**src/rtl/dmaregs_pkg.sv**
```systemverilog
`timescale 1ns/1ps
package dmaregs_pkg;
  localparam int ADDR_W = 10;
  localparam int DATA_W = 32;
  localparam int MAX_CH = 32;
  localparam int IEN_W  = 5;

  localparam logic [ADDR_W-1:0] A_CFG    = 10'h180;
  localparam logic [ADDR_W-1:0] A_ERR    = 10'h181;
  localparam logic [ADDR_W-1:0] A_IEN    = 10'h182;
  localparam logic [ADDR_W-1:0] A_TXSET  = 10'h188;
  localparam logic [ADDR_W-1:0] A_TXCLR  = 10'h189;
  localparam logic [ADDR_W-1:0] A_RXSET  = 10'h18A;
  localparam logic [ADDR_W-1:0] A_RXCLR  = 10'h18B;
  localparam logic [ADDR_W-1:0] A_TXEOB  = 10'h18C;
  localparam logic [ADDR_W-1:0] A_RXEOB  = 10'h18D;
  localparam logic [ADDR_W-1:0] A_TXDERR = 10'h18E;
  localparam logic [ADDR_W-1:0] A_RXDERR = 10'h18F;

  // upper five address bits select a 32-word window
  localparam logic [4:0] WIN_FIXED = 5'h0C;
  localparam logic [4:0] WIN_TXPTR = 5'h0D;
  localparam logic [4:0] WIN_RXPTR = 5'h0E;
  localparam logic [4:0] WIN_RXBS  = 5'h0F;

  localparam logic [DATA_W-1:0] CFG_RESET = 32'h0007_C000;
  localparam logic [DATA_W-1:0] CFG_KEEP  = 32'h00FF_C087;

  typedef enum logic [3:0] {
    RD_NONE, RD_CFG, RD_ERR, RD_IEN, RD_TXACT, RD_RXACT,
    RD_TXEOB, RD_RXEOB, RD_TXDERR, RD_RXDERR,
    RD_TXPTR, RD_RXPTR, RD_RXBS
  } rdSel_e;

  typedef struct packed {
    logic       cfgWr;
    logic       softRst;
    logic       errClr;
    logic       ienWr;
    logic       txSet;
    logic       txClr;
    logic       rxSet;
    logic       rxClr;
    logic       txEobClr;
    logic       rxEobClr;
    logic       txDerrClr;
    logic       rxDerrClr;
    logic       txPtrWr;
    logic       rxPtrWr;
    logic       rxBsWr;
    logic [4:0] chan;
    rdSel_e     rdSel;
  } strobes_t;
endpackage

```
**src/rtl/dmaregs_decode.sv**
```systemverilog
`timescale 1ns/1ps
module dmaregs_decode
  import dmaregs_pkg::*;
#(
  parameter int TX_CH = 4,
  parameter int RX_CH = 2
) (
  input  logic              regWrEn,
  input  logic [ADDR_W-1:0] regAddr,
  input  logic [DATA_W-1:0] regWrData,
  output strobes_t          stb
);
  localparam logic [5:0] TX_LIM = 6'(TX_CH);
  localparam logic [5:0] RX_LIM = 6'(RX_CH);

  logic [4:0] win;
  logic       txOk;
  logic       rxOk;

  assign win  = regAddr[9:5];
  assign txOk = {1'b0, regAddr[4:0]} < TX_LIM;
  assign rxOk = {1'b0, regAddr[4:0]} < RX_LIM;

  always_comb begin
    stb       = '0;
    stb.rdSel = RD_NONE;
    stb.chan  = regAddr[4:0];
    case (win)
      WIN_FIXED: begin
        case (regAddr)
          A_CFG: begin
            stb.rdSel   = RD_CFG;
            stb.cfgWr   = regWrEn && !regWrData[31];
            stb.softRst = regWrEn && regWrData[31];
          end
          A_ERR:    begin stb.rdSel = RD_ERR;    stb.errClr    = regWrEn; end
          A_IEN:    begin stb.rdSel = RD_IEN;    stb.ienWr     = regWrEn; end
          A_TXSET:  begin stb.rdSel = RD_TXACT;  stb.txSet     = regWrEn; end
          A_TXCLR:  begin stb.rdSel = RD_TXACT;  stb.txClr     = regWrEn; end
          A_RXSET:  begin stb.rdSel = RD_RXACT;  stb.rxSet     = regWrEn; end
          A_RXCLR:  begin stb.rdSel = RD_RXACT;  stb.rxClr     = regWrEn; end
          A_TXEOB:  begin stb.rdSel = RD_TXEOB;  stb.txEobClr  = regWrEn; end
          A_RXEOB:  begin stb.rdSel = RD_RXEOB;  stb.rxEobClr  = regWrEn; end
          A_TXDERR: begin stb.rdSel = RD_TXDERR; stb.txDerrClr = regWrEn; end
          A_RXDERR: begin stb.rdSel = RD_RXDERR; stb.rxDerrClr = regWrEn; end
          default:  stb.rdSel = RD_NONE;
        endcase
      end
      WIN_TXPTR: if (txOk) begin stb.rdSel = RD_TXPTR; stb.txPtrWr = regWrEn; end
      WIN_RXPTR: if (rxOk) begin stb.rdSel = RD_RXPTR; stb.rxPtrWr = regWrEn; end
      WIN_RXBS:  if (rxOk) begin stb.rdSel = RD_RXBS;  stb.rxBsWr  = regWrEn; end
      default:   stb.rdSel = RD_NONE;
    endcase
  end

  // at most one register strobe per access
  always_comb begin
    assert ($onehot0({stb.cfgWr, stb.softRst, stb.errClr, stb.ienWr, stb.txSet,
                      stb.txClr, stb.rxSet, stb.rxClr, stb.txEobClr, stb.rxEobClr,
                      stb.txDerrClr, stb.rxDerrClr, stb.txPtrWr, stb.rxPtrWr,
                      stb.rxBsWr}))
      else $error("p_single_strobe_r9");
  end
endmodule

```
**src/rtl/dmaregs_w1c.sv**
```systemverilog
`timescale 1ns/1ps
module dmaregs_w1c #(
  parameter int W = 4
) (
  input  logic         clk,
  input  logic         rstN,
  input  logic         softRst,
  input  logic         clrEn,
  input  logic [W-1:0] clrMask,
  input  logic [W-1:0] setEvt,
  output logic [W-1:0] q
);
  logic [W-1:0] clrBits;
  assign clrBits = clrEn ? clrMask : '0;

  always_ff @(posedge clk) begin
    if (!rstN || softRst) q <= '0;
    else                  q <= (q & ~clrBits) | setEvt;
  end

  p_event_wins_r6: assert property (@(posedge clk) disable iff (!rstN)
    (!softRst && setEvt != '0) |=> ((q & $past(setEvt)) == $past(setEvt)));

  p_w1c_clear_r6: assert property (@(posedge clk) disable iff (!rstN)
    (clrEn && !softRst) |=> ((q & $past(clrMask & ~setEvt)) == '0));
endmodule

```
**src/rtl/dmaregs_datapath.sv**
```systemverilog
`timescale 1ns/1ps
module dmaregs_datapath
  import dmaregs_pkg::*;
#(
  parameter int TX_CH    = 4,
  parameter int RX_CH    = 2,
  parameter int ERR_BITS = 8
) (
  input  logic                clk,
  input  logic                rstN,
  input  strobes_t            stb,
  input  logic [DATA_W-1:0]   regWrData,
  input  logic [TX_CH-1:0]    txEobEvt,
  input  logic [TX_CH-1:0]    txDerrEvt,
  input  logic [RX_CH-1:0]    rxEobEvt,
  input  logic [RX_CH-1:0]    rxDerrEvt,
  input  logic [ERR_BITS-1:0] errEvt,
  output logic [DATA_W-1:0]   regRdData,
  output logic [3:0]          irq
);
  logic [DATA_W-1:0]   cfgQ;
  logic [IEN_W-1:0]    ienQ;
  logic [TX_CH-1:0]    txActQ, txActWr;
  logic [RX_CH-1:0]    rxActQ, rxActWr;
  logic [TX_CH-1:0]    txEobQ, txDerrQ;
  logic [RX_CH-1:0]    rxEobQ, rxDerrQ;
  logic [ERR_BITS-1:0] errQ;
  logic [DATA_W-1:0]   txPtr [MAX_CH];
  logic [DATA_W-1:0]   rxPtr [MAX_CH];
  logic [7:0]          rxBs  [MAX_CH];

  // active masks: channel c lives at word bit 31-c
  for (genvar c = 0; c < TX_CH; c++) begin : g_txActMap
    assign txActWr[c] = regWrData[DATA_W-1-c];
  end
  for (genvar c = 0; c < RX_CH; c++) begin : g_rxActMap
    assign rxActWr[c] = regWrData[DATA_W-1-c];
  end

  always_ff @(posedge clk) begin
    if (!rstN || stb.softRst) begin
      cfgQ   <= CFG_RESET;
      ienQ   <= '0;
      txActQ <= '0;
      rxActQ <= '0;
    end else begin
      if (stb.cfgWr) cfgQ <= regWrData & CFG_KEEP;
      if (stb.ienWr) ienQ <= regWrData[IEN_W-1:0];
      if (stb.txSet)      txActQ <= txActQ | txActWr;
      else if (stb.txClr) txActQ <= txActQ & ~txActWr;
      if (stb.rxSet)      rxActQ <= rxActQ | rxActWr;
      else if (stb.rxClr) rxActQ <= rxActQ & ~rxActWr;
    end
  end

  dmaregs_w1c #(.W(TX_CH)) u_txEob (.clk(clk), .rstN(rstN), .softRst(stb.softRst),
    .clrEn(stb.txEobClr), .clrMask(regWrData[TX_CH-1:0]), .setEvt(txEobEvt), .q(txEobQ));
  dmaregs_w1c #(.W(TX_CH)) u_txDerr (.clk(clk), .rstN(rstN), .softRst(stb.softRst),
    .clrEn(stb.txDerrClr), .clrMask(regWrData[TX_CH-1:0]), .setEvt(txDerrEvt), .q(txDerrQ));
  dmaregs_w1c #(.W(RX_CH)) u_rxEob (.clk(clk), .rstN(rstN), .softRst(stb.softRst),
    .clrEn(stb.rxEobClr), .clrMask(regWrData[RX_CH-1:0]), .setEvt(rxEobEvt), .q(rxEobQ));
  dmaregs_w1c #(.W(RX_CH)) u_rxDerr (.clk(clk), .rstN(rstN), .softRst(stb.softRst),
    .clrEn(stb.rxDerrClr), .clrMask(regWrData[RX_CH-1:0]), .setEvt(rxDerrEvt), .q(rxDerrQ));
  dmaregs_w1c #(.W(ERR_BITS)) u_err (.clk(clk), .rstN(rstN), .softRst(stb.softRst),
    .clrEn(stb.errClr), .clrMask(regWrData[ERR_BITS-1:0]), .setEvt(errEvt), .q(errQ));

  // per-channel pointer and size registers, zero view above the channel count
  for (genvar c = 0; c < MAX_CH; c++) begin : g_chan
    if (c < TX_CH) begin : g_tx
      logic [DATA_W-1:0] ptrQ;
      always_ff @(posedge clk) begin
        if (!rstN) ptrQ <= '0;
        else if (stb.txPtrWr && stb.chan == 5'(c)) ptrQ <= regWrData;
      end
      assign txPtr[c] = ptrQ;
    end else begin : g_txNone
      assign txPtr[c] = '0;
    end
    if (c < RX_CH) begin : g_rx
      logic [DATA_W-1:0] ptrQ;
      logic [7:0]        bsQ;
      always_ff @(posedge clk) begin
        if (!rstN) begin
          ptrQ <= '0;
          bsQ  <= '0;
        end else begin
          if (stb.rxPtrWr && stb.chan == 5'(c)) ptrQ <= regWrData;
          if (stb.rxBsWr && stb.chan == 5'(c))  bsQ  <= regWrData[7:0];
        end
      end
      assign rxPtr[c] = ptrQ;
      assign rxBs[c]  = bsQ;
    end else begin : g_rxNone
      assign rxPtr[c] = '0;
      assign rxBs[c]  = '0;
    end
  end

  always_comb begin
    regRdData = '0;
    case (stb.rdSel)
      RD_CFG:    regRdData = cfgQ;
      RD_ERR:    regRdData[ERR_BITS-1:0] = errQ;
      RD_IEN:    regRdData[IEN_W-1:0] = ienQ;
      RD_TXACT:  for (int c = 0; c < TX_CH; c++) regRdData[DATA_W-1-c] = txActQ[c];
      RD_RXACT:  for (int c = 0; c < RX_CH; c++) regRdData[DATA_W-1-c] = rxActQ[c];
      RD_TXEOB:  regRdData[TX_CH-1:0] = txEobQ;
      RD_RXEOB:  regRdData[RX_CH-1:0] = rxEobQ;
      RD_TXDERR: regRdData[TX_CH-1:0] = txDerrQ;
      RD_RXDERR: regRdData[RX_CH-1:0] = rxDerrQ;
      RD_TXPTR:  regRdData = txPtr[stb.chan];
      RD_RXPTR:  regRdData = rxPtr[stb.chan];
      RD_RXBS:   regRdData[7:0] = rxBs[stb.chan];
      default:   regRdData = '0;
    endcase
  end

  assign irq[0] = ienQ[0] && (|txEobQ);
  assign irq[1] = ienQ[1] && (|rxEobQ);
  assign irq[2] = (ienQ[2] && (|txDerrQ)) || (ienQ[4] && (|rxDerrQ));
  assign irq[3] = ienQ[3] && (|errQ);

  p_cfg_mask_r2: assert property (@(posedge clk) disable iff (!rstN)
    stb.cfgWr |=> cfgQ == ($past(regWrData) & CFG_KEEP));

  p_soft_reset_r3: assert property (@(posedge clk) disable iff (!rstN)
    stb.softRst |=> (cfgQ == CFG_RESET && ienQ == '0 && txActQ == '0 &&
                     rxActQ == '0 && txEobQ == '0 && errQ == '0 && irq == 4'b0));

  p_act_set_r5: assert property (@(posedge clk) disable iff (!rstN)
    (stb.txSet && !stb.softRst) |=> ((txActQ & $past(txActWr)) == $past(txActWr)));

  p_act_clr_r5: assert property (@(posedge clk) disable iff (!rstN)
    stb.txClr |=> ((txActQ & $past(txActWr)) == '0));

  p_irq_raise_r7: assert property (@(posedge clk) disable iff (!rstN)
    (txEobEvt != '0 && ienQ[0] && !stb.softRst && !stb.ienWr) |=> irq[0]);
endmodule

```
**src/rtl/dma_chan_regs.sv**
```systemverilog
`timescale 1ns/1ps
module dma_chan_regs #(
  parameter int TX_CH    = 4,
  parameter int RX_CH    = 2,
  parameter int ERR_BITS = 8
) (
  input  logic                clk,
  input  logic                rstN,
  input  logic                regWrEn,
  input  logic [9:0]          regAddr,
  input  logic [31:0]         regWrData,
  output logic [31:0]         regRdData,
  input  logic [TX_CH-1:0]    txEobEvt,
  input  logic [TX_CH-1:0]    txDerrEvt,
  input  logic [RX_CH-1:0]    rxEobEvt,
  input  logic [RX_CH-1:0]    rxDerrEvt,
  input  logic [ERR_BITS-1:0] errEvt,
  output logic [3:0]          irq
);
  dmaregs_pkg::strobes_t stb;

  dmaregs_decode #(.TX_CH(TX_CH), .RX_CH(RX_CH)) u_decode (
    .regWrEn  (regWrEn),
    .regAddr  (regAddr),
    .regWrData(regWrData),
    .stb      (stb)
  );

  dmaregs_datapath #(.TX_CH(TX_CH), .RX_CH(RX_CH), .ERR_BITS(ERR_BITS)) u_datapath (
    .clk      (clk),
    .rstN     (rstN),
    .stb      (stb),
    .regWrData(regWrData),
    .txEobEvt (txEobEvt),
    .txDerrEvt(txDerrEvt),
    .rxEobEvt (rxEobEvt),
    .rxDerrEvt(rxDerrEvt),
    .errEvt   (errEvt),
    .regRdData(regRdData),
    .irq      (irq)
  );
endmodule

```
**config.mk**
```make
export PLATFORM = sky130hd
export DESIGN_NAME = dma_chan_regs
export DESIGN_NICKNAME = d
export VERILOG_FILES = /design/src/rtl/dmaregs_pkg.sv /design/src/rtl/dmaregs_decode.sv /design/src/rtl/dmaregs_w1c.sv /design/src/rtl/dmaregs_datapath.sv /design/src/rtl/dma_chan_regs.sv
export SDC_FILE = /design/constraint.sdc
export NUM_CORES = 1
export LEC_CHECK = 0
export ABC_AREA = 1
export BUFFER_PORTS_ARGS = -buffer_cell sky130_fd_sc_hd__buf_2
export CORE_AREA = 3 3 177 179
export DETAILED_ROUTE_END_ITERATION = 12
export DIE_AREA = 0 0 180 182
export SLEW_MARGIN = 10
export SYNTH_ARGS = -nofsm -noshare
export SYNTH_HDL_FRONTEND = slang
export SYNTH_HIERARCHICAL = 1
export SYNTH_SLANG_ARGS = --single-unit
```
**constraint.sdc**
```tcl
create_clock -name clk -period 3.1 [get_ports clk]
set_clock_uncertainty 0.05 [all_clocks]
set_input_delay 0.465 -clock clk [delete_from_list [all_inputs] [get_ports clk]]
set_output_delay 0.465 -clock clk [all_outputs]
set_load 0.005 [all_outputs]
```
==> impl_metrics.py <==
metrics = {
    "synthesis": {
        "synth_fa_ha_area_share_pct": 0,
        "syn-num-nets": 1846,
        "ys_seq_elements": 253,
        "syn_area_um2": 11800,
        "synthTopCellsByArea": "dfxtp_1 (43%), nand2_1 (16%), nor2_1 (8.4%), a21oi_1 (6.6%), o21ai_0 (6.2%)",
        "yosysWarnings": 6,
        "synth_top_family_by_area": "simple AND/OR/NAND/NOR gates",
        "synthXorXnorAreaFrac_pct": 0,
        "synth_top_area_share_pct": 42.8,
        "async_flop_share_pct": 0,
        "synth_compound_area_share_pct": 17.0,
        "synth_cell_types": 39,
        "ys_seq_area_share_pct": 42.8,
        "synth-simple-area-share_pct": 31.0,
        "synth_top_flop_cell": "dfxtp_1",
        "synth_commonest_cells": "nand2_1 (495), nor2_1 (265), dfxtp_1 (253)",
        "synth_area_leader_cell": "dfxtp_1",
        "syn_avg_cell_area_um2": 6.65,
        "synth_edf_count": 0,
        "yosysMostFrequentCell": "nand2_1",
        "synth_cells": 1781,
        "muxShareOfSynthArea_pct": 0,
    },
    "routing": {
        "ant_nets": 0,
        "drt_iter0_markers": 1040,
        "post_drt_wl_per_cell_um": 16.2,
        "drcViolationCount": 0,
        "viasPerCell": 5.07,
        "wirelength_mm": 36.7,
        "dr.pass1.iters": 5,
        "vias": 11500,
    },
    "placement": {
        "place_hpwl_mm": 24.2,
        "place_inst": 2213,
        "port_buffers": 100,
        "place_ws_ns": 0.0369,
        "finalWeightedCongestion": 0.921,
    },
    "hold_path": {
        "timing.hold.worst.class": "primary input to flip-flop",
        "hold_depth": 3,
        "min-delay-start": "errEvt[6]",
        "hold-path-endpoint": "u_datapath/u_err/q[6]",
    },
    "timing": {
        "period_share_pct": 96.0,
        "tightest_slew_ns": 0.919,
        "relSlewSlack_pct": 38.7,
        "hold_viol_final": 0,
        "final.setup.worst_slack_ns": 0.124,
        "fmaxAchievable_mhz": 336,
        "hold_ws_ns": 0.112,
        "fin_crit_ns": 2.98,
        "drv_slew": 0,
        "setup_viol": 0,
        "rsz0062_at_grt": "true",
    },
    "critical_path": {
        "cp-end-kind": "output pin",
        "regToRegEndpoint": "u_datapath/ienQ[1]",
        "r2r_slack_ns": 2.36,
        "cp.required_ns": 2.58,
        "crit_start": "regAddr[4]",
        "rr_startpoint": "u_datapath/ienQ[1]",
        "cp_data_arrival_time_ns": 2.46,
        "ff2ff_path_depth": 2,
        "path_class": "primary input to output pin",
        "start_kind": "primary input",
        "path_max_fanout": 12,
    },
    "clocking": {
        "clk_latency_ns": 0.54,
        "cts_buffer_depth": 3,
        "root_buffer": "clkbuf_16",
        "cts.sinks": 253,
        "cts_buffers": 29,
        "clk_pin_slew_ns": 0.06,
        "cts_max_level": 1,
        "cts_tree": "yes",
    },
    "power_and_ir_drop": {
        "p_clk_share_pct": 49.1,
        "pwr-share-seq_pct": 45.6,
        "p_sw_share_pct": 22.7,
        "combPwrFrac_pct": 5.3,
        "peakVddDrop_mv": 0.367,
        "p_int_mw": 5.57,
        "cellPowerDensity_nw_per_um2": 521,
        "leakagePower_nw": 5.77,
        "net-switching-power_mw": 1.64,
    },
    "global_routing": {
        "grt_pass1_wl_mm": 59.2,
        "grtUsageTotal_pct": 21.8,
        "grt_overflow": 0,
        "grt_max_degree": 174,
        "grt_pass1_vias": 10900,
        "grt_antenna_before_repair": 0,
    },
    "final_layout": {
        "n_antenna_cell": 0,
        "syn_to_final_growth_pct": 16.9,
        "drive_gt1_share_pct": 13.7,
        "fin_cells": 2268,
        "final_nets": 1922,
        "n_fill_cell": 3054,
    },
    "floorplan": {
        "die_y_um": 182,
        "rows": 63,
        "io_pins": 101,
        "initial_utilization_pct": 39.9,
        "die_w_um": 180,
        "die_area_um2": 32800,
        "core-area_um2": 29700,
    },
    "flow_run": {
        "max_cap_violations": 0,
    },
    "run_status": {
        "outcome": "finished, final reports clean",
    },
}
## cell type report
type | instances | area [um^2] | area share (%)
tap | 390 | 488 | 3.53
timing repair buffer | 156 | 1030 | 7.48
clock buffer | 41 | 831 | 6.00
clock inverter | 11 | 160 | 1.16
inverter | 137 | 520 | 3.76
sequential | 253 | 5060 | 36.6
multi-input combinational | 1280 | 5740 | 41.5
## registers in the layout (all words and copies together) (netlist names), named ones only
name / cells
u_datapath/u_rxDerr/q: 2
u_datapath/cfgQ: 14
u_datapath/u_txDerr/q: 4
u_datapath/g_chan.g_rx.bsQ: 16
u_datapath/g_chan.g_rx.ptrQ: 64
u_datapath/u_err/q: 8
u_datapath/g_chan.g_tx.ptrQ: 128
u_datapath/u_txEob/q: 4
u_datapath/u_rxEob/q: 2
u_datapath/ienQ: 5
## cell usage in the layout (no fill, tap or decap), types with 16 or more instances in the layout
cell       netlist  layout
nor2_1         265     259
o21ai_0        146     146
a21oi_1        155     155
a22oi_1         16      16
buf_2           29     100
nand3_1         89      86
buf_4           17      43
dfxtp_1        253     253
nand2_1        495     491
o21ai_1         56      56
clkbuf_16        0      29
inv_1          124     123
## cell families after synthesis
family / after synthesis
AOI/OAI and AO/OA: 387
and+or+nand+nor: 893
DFF: 253
buffers and inverters: 248
## through the flow
stage / cell area, um^2 / setup TNS (ns) / power, mW / util [%]
2_1_floorplan: 11800 / 0 / 3.56 / -
3_3_place_gp: 12800 / 0 / 3.73 / 42.9
3_5_place_dp: 12800 / 0 / 3.74 / 42.9
4_1_cts: 13700 / 0 / 7.27 / 46.2
5_1_grt: 13800 / -0.170 / 7.45 / 46.6
6_report: 13800 / 0 / 7.21 / 46.6
## how the worst max path moves through the flow
stage               slack, ns             to
finish                   0.12  regRdData[18]
global route            -0.03  regRdData[18]
global placement         0.04  regRdData[19]
CTS                      0.04  regRdData[27]
detailed placement       0.04  regRdData[27]
floorplan                0.61  regRdData[30]
## what timing repair did
action / in CTS / in global routing
hold buffers: 0 / 0
hold endpoints to repair: 0 / 0
setup endpoints to repair: 0 / 32
buffers inserted: 0 / 2
resized for setup: 0 / 21
## power by group through the flow
stage	Clock [mW]	Combinational, mW	Sequential (mW)
global placement	0	0.378	3.36
floorplan	0	0.210	3.35
detailed placement	0	0.380	3.36
global route	3.74	0.424	3.29
finish	3.54	0.384	3.29
CTS	3.60	0.380	3.29
## critical path, cell delays in order
cell,delay [ns]
buf_2,0.13
inv_1,0.06
nand2_1,0.10
nor2_4,0.05
buf_12,0.13
nand3_1,0.09
nand2_1,0.09
nor2_1,0.15
nand3_2,0.15
inv_1,0.12
nand2_2,0.10
nor3_4,0.23
buf_6,0.22
a21boi_0,0.16
nand2_1,0.10
buf_2,0.11
## layer usage
layer  share of wire, %  wire (um)  global-route usage [%]
met5                  0          0                       0
met4                2.3        839                    5.57
met3                5.4       2000                    2.70
met2                 45      16400                    35.3
met1                 48      17500                    30.9
(Power assumes the default switching activity.)
